File: config.mk
export PLATFORM = sky130hd
export DESIGN_NAME = rowsw_seq
export DESIGN_NICKNAME = d
export VERILOG_FILES = /design/src/rtl/rowsw_pkg.sv /design/src/rtl/rowsw_cfg_chain.sv /design/src/rtl/rowsw_chan_fsm.sv /design/src/rtl/rowsw_port_drive.sv /design/src/rtl/rowsw_seq.sv
export SDC_FILE = /design/constraint.sdc
export NUM_CORES = 1
export LEC_CHECK = 0
export BUFFER_PORTS_ARGS = -buffer_cell sky130_fd_sc_hd__buf_2
export CORE_MARGIN = 5
export CORE_UTILIZATION = 25
export CTS_CLUSTER_SIZE = 28
export DETAILED_ROUTE_END_ITERATION = 12
export MAX_ROUTING_LAYER = met4
export PLACE_DENSITY = 0.42
export SLEW_MARGIN = 20
export SYNTH_ARGS = -nofsm -noshare
export SYNTH_HDL_FRONTEND = slang
export SYNTH_SLANG_ARGS = --single-unit
File: constraint.sdc
create_clock -name clk -period 2.4 [get_ports clk]
set_clock_uncertainty 0.05 [all_clocks]
set_input_delay 0.24 -clock clk [delete_from_list [all_inputs] [get_ports clk]]
set_output_delay 0.24 -clock clk [all_outputs]
set_load 0.03 [all_outputs]
File: src/rtl/rowsw_pkg.sv
package rowsw_pkg;
    localparam int NUM_CH    = 64;
    localparam int CH_W      = $clog2(NUM_CH);
    localparam int SEQ_STEPS = 16;
    localparam int SEQ_W     = $clog2(SEQ_STEPS);

    // Packed layout: the last field sits at bit 0.
    typedef struct packed {
        logic [SEQ_STEPS-1:0][1:0] prog;   // step k: bit0 = A, bit1 = B
        logic [CH_W-1:0]           start;
        logic                      park;
        logic                      desc;
        logic                      pol_b;  // 1 = active high
        logic                      pol_a;
        logic                      seq_mode;
    } rowsw_cfg_t;

    localparam int CFG_W = $bits(rowsw_cfg_t);

    typedef enum logic {
        ST_PARK = 1'b0,
        ST_SEL  = 1'b1
    } rowsw_state_t;
endpackage

File: src/rtl/rowsw_cfg_chain.sv
module rowsw_cfg_chain
    import rowsw_pkg::*;
(
    input  logic       clk,
    input  logic       rst,
    input  logic       shift_i,
    input  logic       sdi_i,
    input  logic       load_i,
    output logic       sdo_o,
    output rowsw_cfg_t cfg_o
);
    logic [CFG_W-1:0] shreg_q;
    rowsw_cfg_t       live_q = '0;

    always_ff @(posedge clk) begin
        if (rst) begin
            shreg_q <= '0;
        end else if (shift_i) begin
            shreg_q <= {sdi_i, shreg_q[CFG_W-1:1]};
        end
    end

    always_ff @(posedge clk) begin
        if (load_i) begin
            live_q <= rowsw_cfg_t'(shreg_q);
        end
    end

    assign sdo_o = shreg_q[0];
    assign cfg_o = live_q;

    assert_cfg_hold_R9: assert property (@(posedge clk) disable iff (rst)
        !load_i |=> $stable(cfg_o));
endmodule

File: src/rtl/rowsw_chan_fsm.sv
module rowsw_chan_fsm
    import rowsw_pkg::*;
(
    input  logic             clk,
    input  logic             rst,
    input  rowsw_cfg_t       cfg_i,
    input  logic             step_i,
    input  logic             carry_i,
    output logic             sel_valid_o,
    output logic [CH_W-1:0]  chan_o,
    output logic [SEQ_W-1:0] step_idx_o,
    output logic             carry_o
);
    rowsw_state_t     st_q, st_d;
    logic [CH_W-1:0]  ch_q, ch_d;
    logic [SEQ_W-1:0] idx_q, idx_d;
    logic             carry_q, carry_d;
    logic             step_q;
    logic             step_rise;
    logic [CH_W-1:0]  final_ch;

    assign step_rise = step_i & ~step_q;
    assign final_ch  = cfg_i.desc ? '0 : CH_W'(NUM_CH - 1);

    always_ff @(posedge clk) begin
        step_q <= step_i;
        if (rst) begin
            st_q    <= cfg_i.park ? ST_PARK : ST_SEL;
            ch_q    <= cfg_i.start;
            idx_q   <= '0;
            carry_q <= 1'b0;
        end else begin
            st_q    <= st_d;
            ch_q    <= ch_d;
            idx_q   <= idx_d;
            carry_q <= carry_d;
        end
    end

    always_comb begin
        st_d    = st_q;
        ch_d    = ch_q;
        carry_d = 1'b0;
        idx_d   = (idx_q == SEQ_W'(SEQ_STEPS - 1)) ? idx_q : idx_q + 1'b1;
        unique case (st_q)
            ST_SEL: begin
                if (step_rise) begin
                    idx_d = '0;
                    if (ch_q == final_ch) begin
                        carry_d = 1'b1;
                        ch_d    = cfg_i.start;
                        if (cfg_i.park) st_d = ST_PARK;
                    end else if (cfg_i.desc) begin
                        ch_d = ch_q - 1'b1;
                    end else begin
                        ch_d = ch_q + 1'b1;
                    end
                end
            end
            ST_PARK: begin
                idx_d = '0;
                if (carry_i) begin
                    st_d = ST_SEL;
                    ch_d = cfg_i.start;
                end
            end
            default: st_d = ST_PARK;
        endcase
    end

    assign sel_valid_o = (st_q == ST_SEL);
    assign chan_o      = ch_q;
    assign step_idx_o  = idx_q;
    assign carry_o     = carry_q;

    assert_step_up_R2: assert property (@(posedge clk) disable iff (rst)
        (sel_valid_o && step_rise && !cfg_i.desc && chan_o != CH_W'(NUM_CH - 1))
        |=> chan_o == $past(chan_o) + 1'b1);

    assert_no_move_R2: assert property (@(posedge clk) disable iff (rst)
        (!step_rise && !(!sel_valid_o && carry_i)) |=> $stable(chan_o));

    assert_carry_pulse_R6: assert property (@(posedge clk) disable iff (rst)
        carry_o |=> !carry_o);

    assert_resume_R7: assert property (@(posedge clk) disable iff (rst)
        (!sel_valid_o && carry_i)
        |=> (sel_valid_o && chan_o == $past(cfg_i.start) && step_idx_o == '0));
endmodule

File: src/rtl/rowsw_port_drive.sv
module rowsw_port_drive
    import rowsw_pkg::*;
(
    input  rowsw_cfg_t        cfg_i,
    input  logic              sel_valid_i,
    input  logic [CH_W-1:0]   chan_i,
    input  logic [SEQ_W-1:0]  step_idx_i,
    input  logic              dir_a_i,
    input  logic              dir_b_i,
    output logic [NUM_CH-1:0] port_a_o,
    output logic [NUM_CH-1:0] port_b_o
);
    logic src_a, src_b;

    assign src_a = cfg_i.seq_mode ? cfg_i.prog[step_idx_i][0] : dir_a_i;
    assign src_b = cfg_i.seq_mode ? cfg_i.prog[step_idx_i][1] : dir_b_i;

    for (genvar g = 0; g < NUM_CH; g++) begin : g_ch
        logic hit, act_a, act_b;
        assign hit   = sel_valid_i && (chan_i == CH_W'(g));
        assign act_a = hit & src_a;
        assign act_b = hit & src_b;
        assign port_a_o[g] = cfg_i.pol_a ? act_a : ~act_a;
        assign port_b_o[g] = cfg_i.pol_b ? act_b : ~act_b;
    end
endmodule

File: src/rtl/rowsw_seq.sv
module rowsw_seq
    import rowsw_pkg::*;
(
    input  logic              clk,
    input  logic              rst,
    input  logic              step_i,
    input  logic              carry_i,
    input  logic              dir_a_i,
    input  logic              dir_b_i,
    input  logic              cfg_shift_i,
    input  logic              cfg_sdi_i,
    input  logic              cfg_load_i,
    output logic              cfg_sdo_o,
    output logic              carry_o,
    output logic              sel_valid_o,
    output logic [CH_W-1:0]   sel_chan_o,
    output logic [NUM_CH-1:0] port_a_o,
    output logic [NUM_CH-1:0] port_b_o
);
    rowsw_cfg_t       cfg;
    logic [SEQ_W-1:0] step_idx;

    rowsw_cfg_chain u_cfg (
        .clk     (clk),
        .rst     (rst),
        .shift_i (cfg_shift_i),
        .sdi_i   (cfg_sdi_i),
        .load_i  (cfg_load_i),
        .sdo_o   (cfg_sdo_o),
        .cfg_o   (cfg)
    );

    rowsw_chan_fsm u_fsm (
        .clk         (clk),
        .rst         (rst),
        .cfg_i       (cfg),
        .step_i      (step_i),
        .carry_i     (carry_i),
        .sel_valid_o (sel_valid_o),
        .chan_o      (sel_chan_o),
        .step_idx_o  (step_idx),
        .carry_o     (carry_o)
    );

    rowsw_port_drive u_drv (
        .cfg_i       (cfg),
        .sel_valid_i (sel_valid_o),
        .chan_i      (sel_chan_o),
        .step_idx_i  (step_idx),
        .dir_a_i     (dir_a_i),
        .dir_b_i     (dir_b_i),
        .port_a_o    (port_a_o),
        .port_b_o    (port_b_o)
    );

    assert_one_active_R3: assert property (@(posedge clk) disable iff (rst)
        $countones(port_a_o ^ {NUM_CH{~cfg.pol_a}}) <= 1);

    assert_parked_idle_R7: assert property (@(posedge clk) disable iff (rst)
        !sel_valid_o |-> (port_a_o == {NUM_CH{~cfg.pol_a}} &&
                          port_b_o == {NUM_CH{~cfg.pol_b}}));
endmodule

Word level (Yosys, flattened, before mapping)

Index checks and enable logic that the tools add are counted.
Widths: inputs -> output; s select.

Flip-flop bits (word level): 99
Bits of input ports: 9
Output and inout bits: 137
Word-level logic and storage cells: 576

$add $sub $neg: 3
Magnitude comparators: 1
Equal/unequal tests: 68
Muxes and demuxes: 149
Bitwise gates (word level): 260
Reductions and logical operators: 67

Operators by type and width:

| kind                | number |
|---|---|
| $eq 6x6->1 const B  | 32 |
| $mux 1              | 136 |
| $not 1->1           | 131 |
| $and 1x1->1         | 129 |
| $eq 6x5->1 const B  | 16 |
| $logic_and 1x1->1   | 64 |
| $eq 6x4->1 const B  | 8 |
| $mux 6              | 6 |
| $eq 6x3->1 const B  | 4 |
| $eq 6x2->1 const B  | 2 |
| $pmux 6 s2          | 1 |
| $ne 3x3->1 const B  | 3 |
| $bmux 2 s4          | 1 |
| $mux 4              | 2 |
| $pmux 4 s2          | 1 |
| $add 6x1->6 const B | 1 |
| $eq 6x1->1 const B  | 1 |
| $eq 6x6->1          | 1 |
| $logic_not 6->1     | 1 |
| $sub 6x1->6 const B | 1 |
| $lt 4x5->1 const B  | 1 |
| $add 4x1->4 const B | 1 |
| $eq 4x4->1 const B  | 1 |
| $reduce_or 3->1     | 1 |
| other kinds (3)     | 3 |

Logic depth before layout (Yosys ltp)

Gate-level depths: netlist (run 1).

Depth after elaboration: 6
Depth in mapped cells: 8
Gate-level depth less buffers: 7

Cells and area by module

A second synthesis (run 1) with hierarchy kept.

Cells, all modules: 626
Area total of the unflattened synthesis: 6401.1 um^2

By module, submodules not included:

| module           | instances | cells an instance | area each (um^2) | sequential area each (um^2) |
|---|---|---|---|---|
| rowsw_cfg_chain  | 1         | 182               | 2855.2           | 2152.1 |
| rowsw_port_drive | 1         | 365               | 2755.1           | 0.0 |
| rowsw_chan_fsm   | 1         | 79                | 790.8            | 320.3 |

Worst setup path after synthesis (run 1)

OpenSTA, ideal clock, no wires.

Path type: reg-to-output
Start: reg u_fsm.idx_q[1] (netlist: u_fsm.step_idx_o[1])
End: out port_a_o[16]
Arrival: 2076 ps
Required time: 2110 ps
Setup slack: 34 ps
Stages on the path, launching flop included: 9
Path buffers: 3
Path through: dfxtp_1 buf_6 buf_12 mux2i_1 a22oi_2 a21oi_4 clkbuf_1 nor3_1 xnor2_1

Longest elaborated chain between the ends: 6

Ends and longest elaborated chain:

| element                | line                   | RTL |
|---|---|---|
| start, declared        | rowsw_chan_fsm.sv:16   | `logic [SEQ_W-1:0] idx_q, idx_d;` |
| start signal, assigned | rowsw_chan_fsm.sv:35   | `idx_q <= idx_d;` |
| $bmux 2 s4 (*)         | rowsw_port_drive.sv:15 | `assign src_a = cfg_i.seq_mode ? cfg_i.prog[step_idx_i][0] : dir_a_i;` |
| $mux 2 (*)             | n/a                    |  |
| $mux 1 (*)             | rowsw_port_drive.sv:15 |  |
| $and 1x1->1 (*)        | rowsw_port_drive.sv:21 | `assign act_a = hit & src_a;` |
| $not 1->1              | rowsw_port_drive.sv:23 | `assign port_a_o[g] = cfg_i.pol_a ? act_a : ~act_a;` |
| $mux 1 (*)             | rowsw_port_drive.sv:23 |  |
| end, declared          | rowsw_seq.sv:17        | `output logic [NUM_CH-1:0] port_a_o,` |

Mark *: on every way between the ends. The rest lies on a longest branch, timed or not. The select of a mux whose other input is x is not followed.

Worst setup path after layout (run 1)

Start: reg u_fsm.idx_q[1] (netlist: u_fsm.step_idx_o[1])
End: out port_b_o[63]

Longest elaborated chain between the ends: 6

Ends and longest elaborated chain:

| element                          | line                   | RTL |
|---|---|---|
| $bmux 2 s4 (*)                   | rowsw_port_drive.sv:16 | `assign src_b = cfg_i.seq_mode ? cfg_i.prog[step_idx_i][1] : dir_b_i;` |
| $mux 2 (implied by the code) (*) | rowsw_port_drive.sv:16 |  |
| $mux 1 (*)                       | rowsw_port_drive.sv:16 |  |
| $and 1x1->1 (*)                  | rowsw_port_drive.sv:22 | `assign act_b = hit & src_b;` |
| $not 1->1                        | rowsw_port_drive.sv:24 | `assign port_b_o[g] = cfg_i.pol_b ? act_b : ~act_b;` |
| $mux 1 (*)                       | rowsw_port_drive.sv:24 |  |
| end, declared                    | rowsw_seq.sv:18        | `output logic [NUM_CH-1:0] port_b_o` |

Marks and branches as above.

==> results of run 1 <==
timing repair:
action / in CTS / in global routing
endpoints found under the setup margin: 128 / 133
buffers inserted: 17 / 15
hold buffers: 1 / 0
hold endpoints to repair: 1 / 0
resized for setup: 219 / 70
cloned: 2 / 5
pin swaps: 56 / 41
worst paths after layout:
kind / start / endpoint / slack, ps
setup / recovery: u_fsm.step_idx_o[1] / port_b_o[63] / -300
hold / removal: cfg_sdi_i / u_cfg.shreg_q[42] / 100
setup reg to reg: u_fsm.chan_o[2] / u_fsm.chan_o[2] / 190
hold reg to reg: u_cfg.shreg_q[42] / u_cfg.cfg_o[42] / 410
flip-flops by register name, summed over array words and instances (netlist names):
| name | count |
|---|---|
| u_cfg.cfg_o | 43 |
| u_cfg.shreg_q | 43 |
| u_fsm.carry_o | 1 |
| u_fsm.chan_o | 6 |
| u_fsm.sel_valid_o | 1 |
| u_fsm.step_idx_o | 4 |
| u_fsm.step_q | 1 |
through the flow:
step / setup WS [ps] / hold slack [ps] / utilization [%]
2_1_floorplan: 33.6 / 218 / -
3_3_place_gp: -130 / 314 / 30.6
3_5_place_dp: -144 / 316 / 30.6
4_1_cts: -288 / 90.5 / 35.3
5_1_grt: -391 / 158 / 37.4
6_report: -301 / 99.4 / 37.4
layout make-up:
| cell class | count | share of cell area (%) |
|---|---|---|
| Multi-Input combinational cell | 551 | 48.3 |
| Clock buffer | 9 | 2.10 |
| Antenna cell | 1 | 0.0234 |
| Sequential cell | 99 | 23.1 |
| Tap cell | 384 | 4.49 |
| Clock inverter | 7 | 0.701 |
| Timing Repair Buffer | 244 | 21.1 |
| Inverter | 3 | 0.105 |
metal layers:
metal | wire length, um | up-vias | GRT usage, %
li1 | - | 2932 | -
met1 | 11100 | 2831 | 19.1
met2 | 10700 | 159 | 21.5
met3 | 1070 | 31 | 2.12
met4 | 466 | 0 | 3.39
met5 | 0 | - | -
critical path, stage by stage, from the launching register on:
cell and delay [ps]:
dfxtp_2 340, buf_8 150, mux2i_2 150, a22oi_2 280, a21oi_4 150, buf_4 210, nor4_2 340, xnor2_1 230
buf_4 220
kinds of logic (layout without fill, tap and decap cells):
family                   Yosys count  after routing  synth area share, %
XOR/XNOR                         134            134                 16.2
AND/OR/NAND/NOR                  321            321                 30.4
AO/OA/AOI/OAI                     23             23                 3.09
other                              0              1                    0
adder cells (fa/ha/maj)            8              8                 1.38
buffers and inverters             76            263                 5.73
flip-flops                        99             99                 34.1
multiplexers                      65             65                 9.07
cell usage after synthesis (all sizes together), types with 8 or more instances:
cell    number  area, um2
a21oi        8       85.1
a22oi        8       95.1
and2        14       87.6
and3         8       50.1
buf         42        288
clkbuf      31        116
dfxtp       50       1000
edfxtp      49       1470
ha           8        100
mux2i       60        601
nand2       58        218
nand3       31        155
nor2        58        220
nor3        39        195
nor4        94       1140
xnor2      133       1160
power by group through the flow:
stage	clock network, uW	logic, uW	registers [uW]
global placement	0	1070	1910
floorplan	0	686	1910
finish	1460	1290	1870
detailed placement	0	1060	1910
CTS	1500	1200	1870
global route	1570	1360	1880
==> flow_metrics.env, run 1 <==
export IMPL_outcome="finished, violations left"
export IMPL_violations="setup timing"
export IMPL_clk_pin_slew_ps=70
export IMPL_hold_class="in2reg"
export IMPL_vias=5953
export IMPL_crit_type="reg2out"
export IMPL_total_power_uw=4610
export IMPL_cts_buffer_depth=2
export IMPL_cts_max_level=3
export IMPL_min_period_ps=2700
export IMPL_placed_area_um2=8750
export IMPL_die_y_um=180
export IMPL_grt_pass1_wl_um=35400
export IMPL_dpl_hpwl_um=16200
export IMPL_worst_slack_ps=-301
export IMPL_pwr_share_seq_pct=40.5
export IMPL_syn_area_per_cell_um2=9.98
export IMPL_r2r_worst_path_cells=6
export IMPL_core_area_um2=28600
export IMPL_tightest_slew_ps=585
export IMPL_crit_path_max_fanout=8
export IMPL_start_util_pct=25.3
export IMPL_synth_ff_latch_count=99
export IMPL_wl_per_cell_um=18.0
export IMPL_drv_slew=0
export IMPL_finalCritPeriodShare_pct=113
export IMPL_clkPwrFrac_pct=31.6
export IMPL_final_cells=1298
export IMPL_crit_arrival_ps=2410
export IMPL_seq_area_um2=2470
export IMPL_first_pass_iters=4
export IMPL_setup_viol=128
export IMPL_finalSetupTns_ps=-26160
export IMPL_cts_tree="built"
export IMPL_stdcell_area_um2=10700
export IMPL_nNetsFinal=925
export IMPL_drive_gt1_share_pct=47.4
export IMPL_rows=62
export IMPL_cts_buffers=9
export IMPL_mostFrequentLayoutCells="181 x buf_4, 128 x xnor2_1, 62 x nor4_4, 56 x nand2_1, 54 x mux2i_1"
export IMPL_clock_latency_ps=340
export IMPL_vdd_drop_max_v=0.000390
export IMPL_rsz0062_at_grt="yes"
export IMPL_dp_cells=1242
export IMPL_pwr_share_comb_pct=27.9
export IMPL_switchingPower_uw=1480
export IMPL_cellLeakagePower_uw=0.00356
export IMPL_wl_um=23300
export IMPL_finalWeightedCongestion=0.798
export IMPL_grt_max_degree=65
export IMPL_hold_violations=0
export IMPL_synth_cell_types=39
export IMPL_drc=0
export IMPL_fp_dieW_um=180
export IMPL_fmax_ghz=0.370
export IMPL_maxCapViolCount=0
export IMPL_synthesis_instances=726
export IMPL_final_common_cell="buf_4"
export IMPL_multiInputGateArea_um2=5180
export IMPL_clkSinkCount=99
export IMPL_ys_flop_type="dfxtp_1"
export IMPL_drt_initial_drc_count=346
export IMPL_cp_end_kind="output pin"
export IMPL_fillCellCount=2883
export IMPL_netlist_area_um2=7250
export IMPL_port_buffers=145
export IMPL_antenna_left=0
export IMPL_p_int_uw=3130
export IMPL_yosysSeqAreaShare_pct=34.1
export IMPL_num_io_pins=146
export IMPL_required_ps=2110
export IMPL_area_growth_pct=47.8
export IMPL_clock_root_buffer="clkbuf_16"
export IMPL_swShare_pct=32.1
export IMPL_antenna_found_initial=0
export IMPL_relSlewSlack_pct=61.0
export IMPL_grt_total_usage_pct=13.9
export IMPL_grt_pass1_vias=5736
export IMPL_viasPerCell=4.59
export IMPL_holdPathStages=3
export IMPL_async_reset_ff_share_pct=0
export IMPL_grt_remaining_overflow=0
export IMPL_ys_warn_count=0
export IMPL_power_density_nw_per_um2=431
export IMPL_dieArea_um2=32500
export IMPL_crit_path_start_kind="flop"
export IMPL_synth_edf_count=49
export IMPL_synth_fp_nets=743
No activity file was read; power rests on OpenSTA's default activity.
==> inputs of run 2 (changes only) <==
Settings changed: CAP_MARGIN set to 40, MAX_ROUTING_LAYER met4 to unset.
Clock period 2.4 ns to 3.1 ns, I/O delays scaled along.
==> run 2 against run 1 <==
  * The run now ends clean
  * Largest power group unchanged
  * Sequential power decreased by 22%
  * Worst hold slack lost 71 ps
  * Via count shrank 5.2%
  * Design area down 18%
  * Critical path type unchanged
  * Critical path depth is the same
  * Non-clock buffer count is 64 lower
==> flow_metrics.env, run 2 (synthesis gave the netlist of run 1 again) <==
export IMPL_outcome="finished clean"
export IMPL_clkPwrFrac_pct=33.5
export IMPL_num_io_pins=146
export IMPL_total_power_uw=3330
export IMPL_p_int_uw=2220
export IMPL_clk_pin_slew_ps=80
export IMPL_final_cells=1233
export IMPL_area_growth_pct=21.4
export IMPL_worst_slack_ps=100
export IMPL_relSlewSlack_pct=50.0
export IMPL_finalCritPeriodShare_pct=96.8
export IMPL_tightest_slew_ps=750
export IMPL_drv_slew=0
export IMPL_min_period_ps=3000
export IMPL_cts_buffer_depth=2
export IMPL_maxCapViolCount=0
export IMPL_switchingPower_uw=1110
export IMPL_drive_gt1_share_pct=36.2
export IMPL_cts_tree="built"
export IMPL_finalWeightedCongestion=0.743
export IMPL_crit_type="reg2out"
export IMPL_vias=5646
export IMPL_wl_um=21700
export IMPL_grt_pass1_wl_um=34100
export IMPL_fp_dieW_um=180
export IMPL_antennaDiodeCount=0
export IMPL_cp_end_kind="output pin"
export IMPL_first_pass_iters=4
export IMPL_grt_pass1_vias=5656
export IMPL_dp_cells=1212
export IMPL_grt_total_usage_pct=13.0
export IMPL_viasPerCell=4.58
export IMPL_rows=62
export IMPL_dpl_hpwl_um=15900
export IMPL_hold_class="in2reg"
export IMPL_core_area_um2=28600
export IMPL_final_common_cell="buf_2"
export IMPL_grt_max_degree=65
export IMPL_crit_arrival_ps=2640
export IMPL_cellLeakagePower_uw=0.00286
export IMPL_die_y_um=180
export IMPL_crit_path_start_kind="flop"
export IMPL_clock_root_buffer="clkbuf_16"
export IMPL_vdd_drop_max_v=0.000191
export IMPL_setup_viol=0
export IMPL_nNetsFinal=861
export IMPL_holdWs_ps=27.9
export IMPL_required_ps=2740
export IMPL_drt_initial_drc_count=393
export IMPL_swShare_pct=33.4
export IMPL_crit_path_max_fanout=58
export IMPL_pwr_share_seq_pct=43.4
export IMPL_rsz0062_at_grt="yes"
export IMPL_mostFrequentLayoutCells="145 x buf_2, 133 x xnor2_1, 85 x nor4_2, 60 x mux2i_1, 58 x nand2_1"
export IMPL_hold_violations=0
export IMPL_antenna_found_initial=0
export IMPL_cts_max_level=3
export IMPL_fmax_ghz=0.333
export IMPL_clock_latency_ps=350
export IMPL_clkSinkCount=99
export IMPL_wl_per_cell_um=17.6
export IMPL_power_density_nw_per_um2=379
export IMPL_dieArea_um2=32500
export IMPL_grt_remaining_overflow=0
export IMPL_port_buffers=145
export IMPL_pwr_share_comb_pct=23.0
export IMPL_drc=0
export IMPL_antenna_left=0
export IMPL_cts_buffers=9
export IMPL_pre_cts_ws_ps=442
export IMPL_postLayoutCoreUtil_pct=30.7
export IMPL_start_util_pct=25.3
==> run 2: cell types whose count changed in the layout (fill, tap and decap cells not counted), sizes merged <==
cell,delta
buf,-58
bufinv,-1
clkbuf,-5
clkinv,-1
clkinvlp,-2
diode,-1
dlygate4sd3,-1
inv,+4
==> run 2: metal layers <==
metal	share of wire, %	routed length, um	vias to the layer above	track usage, %
met2	45	9700	153	20.2
met1	48	10300	2670	18.4
met4	1.7	378	0	3.81
li1	-	-	2799	-
met5	0	0	-	0
met3	6.1	1320	24	2.75
==> run 2: layout make-up <==
cell class | instances | area [um2]
Clock buffer | 9 | 225
Sequential cell | 99 | 2470
Timing Repair Buffer | 180 | 1150
Clock inverter | 7 | 76.3
Fill cell | 3051 | 19800
Tap cell | 384 | 480
Multi-Input combinational cell | 551 | 4380
Inverter | 3 | 11.3
==> run 2: worst max-delay path, cell delays in order (launching register included) <==
cell and delay, ps:
dfxtp_1 330, buf_4 210, mux2i_1 310, a22oi_2 140, a21oi_4 310, buf_12 340, nor4_2 110, xnor2_1 230
buf_2 250
==> run 2: path summary, 6_finish.rpt <==
kind / startpoint / endpoint / slack [ps] / depth (start not counted)
setup reg to reg: u_fsm.chan_o[2] / u_fsm.chan_o[4] / 680 / 6
setup / recovery: u_fsm.step_idx_o[1] / port_a_o[37] / 100 / 8
hold / removal: step_i / u_fsm.step_q / 30 / 1
hold reg to reg: u_cfg.shreg_q[20] / u_cfg.cfg_o[20] / 410 / 0
==> run 2: power groups by stage <==
stage          registers, uW  logic [uW]  clock network, uW
3_5_place_dp            1480         776                  0
6_report                1450         767               1120
4_1_cts                 1450         778               1160
3_3_place_gp            1480         774                  0
2_1_floorplan           1480         531                  0
5_1_grt                 1450         824               1220
==> run 2: timing repair <==
item                                   4_1_cts  5_1_grt
buffers inserted                             0        5
hold buffers                                 0        0
resized for setup                            0        2
endpoints found under the hold margin        0        0
setup endpoints to repair                    0       40
==> run 2: through the flow <==
| step | setup TNS (ps) | cell area, um2 |
|---|---|---|
| finish | 0 | 8800 |
| global route | -410 | 8800 |
| CTS | 0 | 8750 |
| detailed placement | 0 | 8450 |
| global placement | 0 | 8430 |
| floorplan | 0 | 7250 |
==> inputs of run 3 (changes only) <==
Settings changed: BUFFER_PORTS_ARGS -buffer_cell sky130_fd_sc_hd__buf_2 to -buffer_cell sky130_fd_sc_hd__buf_4.
==> run 3 against run 2 <==
  * Critical path depth up 1
  * Wire length is 2.8% higher
  * Largest cell class unchanged
  * Clock power hardly changed
  * First-iteration DRC count grew 6.1%
  * Setup slack improved by 44 ps
  * Die area unchanged
  * Sequential power is essentially flat
  * Design area increased by 3.2%
  * Global-route usage is 0.29 points higher
  * Count of clock-buffer cells in the layout is the same
  * Sequential share of layout area fell by 0.86 points
  * Via count barely moved
==> flow_metrics.env, run 3 (synthesis gave the netlist of run 1 again) <==
export IMPL_rsz0062_at_grt="no"
export IMPL_fp_dieW_um=180
export IMPL_dp_cells=1206
export IMPL_clock_root_buffer="clkbuf_16"
export IMPL_finalCritPeriodShare_pct=95.4
export IMPL_cpMaxStageDelayCell="dfxtp_1"
export IMPL_finalSetupTns_ps=0
export IMPL_antenna_found_initial=0
export IMPL_cp_end_kind="output pin"
export IMPL_area_growth_pct=25.2
export IMPL_drv_slew=0
export IMPL_grt_total_usage_pct=13.3
export IMPL_grt_remaining_overflow=0
export IMPL_fmax_ghz=0.338
export IMPL_fillCellCount=2995
export IMPL_grt_pass1_wl_um=34800
export IMPL_power_density_nw_per_um2=370
export IMPL_wl_per_cell_um=18.2
export IMPL_viasPerCell=4.61
export IMPL_dpl_hpwl_um=16300
export IMPL_outcome="finished clean"
export IMPL_start_util_pct=25.3
export IMPL_maxCapViolCount=0
export IMPL_critPathBufInv=4
export IMPL_cts_hold_repair_buffers=0
export IMPL_finalWeightedCongestion=0.779
export IMPL_clkSinkCount=99
export IMPL_vdd_drop_max_v=0.000220
export IMPL_grt_pass1_vias=5603
export IMPL_crit_arrival_ps=2600
export IMPL_crit_type="reg2out"
export IMPL_clkPwrFrac_pct=32.5
export IMPL_grt_max_degree=65
export IMPL_first_pass_iters=4
export IMPL_dieArea_um2=32500
export IMPL_crit_path_start_kind="flop"
export IMPL_pwr_share_comb_pct=24.2
export IMPL_switchingPower_uw=1100
export IMPL_p_int_uw=2250
export IMPL_cts_tree="built"
export IMPL_hold_class="in2reg"
export IMPL_path_cells="buf_12 > mux2i_1 > a22oi_2 > a21oi_4 > buf_12 > buf_4 > nor3_1 > xnor2_1 > buf_4"
export IMPL_clk_pin_slew_ps=70
export IMPL_die_y_um=180
export IMPL_final_common_cell="buf_4"
export IMPL_crit_path_max_fanout=47
export IMPL_swShare_pct=32.9
export IMPL_vias=5648
export IMPL_tightest_slew_ps=739
export IMPL_antennaDiodeCount=0
export IMPL_critPathTopFamily="buffers and inverters"
export IMPL_hold_violations=0
export IMPL_clock_latency_ps=340
export IMPL_pwr_share_seq_pct=43.4
export IMPL_nNetsFinal=853
export IMPL_final_cells=1225
export IMPL_mostFrequentLayoutCells="159 x buf_4, 133 x xnor2_1, 84 x nor4_2, 60 x mux2i_1, 58 x nand2_1"
export IMPL_drt_initial_drc_count=417
export IMPL_cts_max_level=3
export IMPL_drc=0
export IMPL_slowest_delay_ps=360
export IMPL_rows=62
export IMPL_setup_viol=0
export IMPL_wl_um=22300
export IMPL_cellLeakagePower_uw=0.00300
export IMPL_relSlewSlack_pct=50.8
export IMPL_total_power_uw=3360
export IMPL_port_buffers=145
export IMPL_antenna_left=0
export IMPL_min_period_ps=2960
export IMPL_required_ps=2740
export IMPL_drive_gt1_share_pct=35.4
export IMPL_num_io_pins=146
export IMPL_core_area_um2=28600
export IMPL_cts_buffers=9
export IMPL_cts_buffer_depth=2
## run 3: per-layer routing
metal / wire [um] / track usage [%] / vias up
met2: 10100 / 20.7 / 157
met3: 1160 / 2.42 / 28
met5: 0 / 0 / -
met1: 10700 / 19.2 / 2683
li1: - / - / 2780
met4: 397 / 3.42 / 0
## run 3: final timing paths
path	start	end	slack [ps]	depth (start not counted)
worst max register to register	u_fsm.chan_o[2]	u_fsm.chan_o[5]	800	5
worst max-delay path	u_fsm.step_idx_o[1]	port_b_o[20]	140	9
worst min-delay path	step_i	u_fsm.step_q	30	1
worst min register to register	u_cfg.shreg_q[29]	u_cfg.cfg_o[29]	410	0
## run 3: final cells by class
cell class              instances  area (um2)  area share, %
well taps                     384         480           5.29
clock buffers                   9         225           2.48
inverters                       3        11.3          0.124
repair buffers                172        1440           15.9
flip-flops and latches         99        2470           27.2
multi-input cells             551        4380           48.2
clock inverters                 7        70.1          0.772
## run 3: timing repair
item | 4_1_cts | 5_1_grt
setup buffers | 0 | 2
gates resized for setup | 0 | 2
endpoints found under the setup margin | 0 | 4
## run 3: power by group through the flow
stage	sequential (uW)	combinational, uW	clock [uW]
floorplan	1480	531	0
global placement	1490	816	0
detailed placement	1490	815	0
CTS	1460	816	1120
global route	1460	865	1180
finish	1460	810	1090
## run 3: metrics by stage
| stage | instance area (um2) | setup WS [ps] | util, % | hold WS (ps) |
|---|---|---|---|---|
| finish | 9070 | 144 | 31.7 | 29.5 |
| global route | 9070 | 16.6 | 31.7 | 14.8 |
| CTS | 9040 | 97.2 | 31.6 | 10.4 |
| detailed placement | 8740 | 486 | 30.5 | 378 |
| global placement | 8740 | 472 | 30.5 | 377 |
| floorplan | 7250 | 664 | - | 288 |
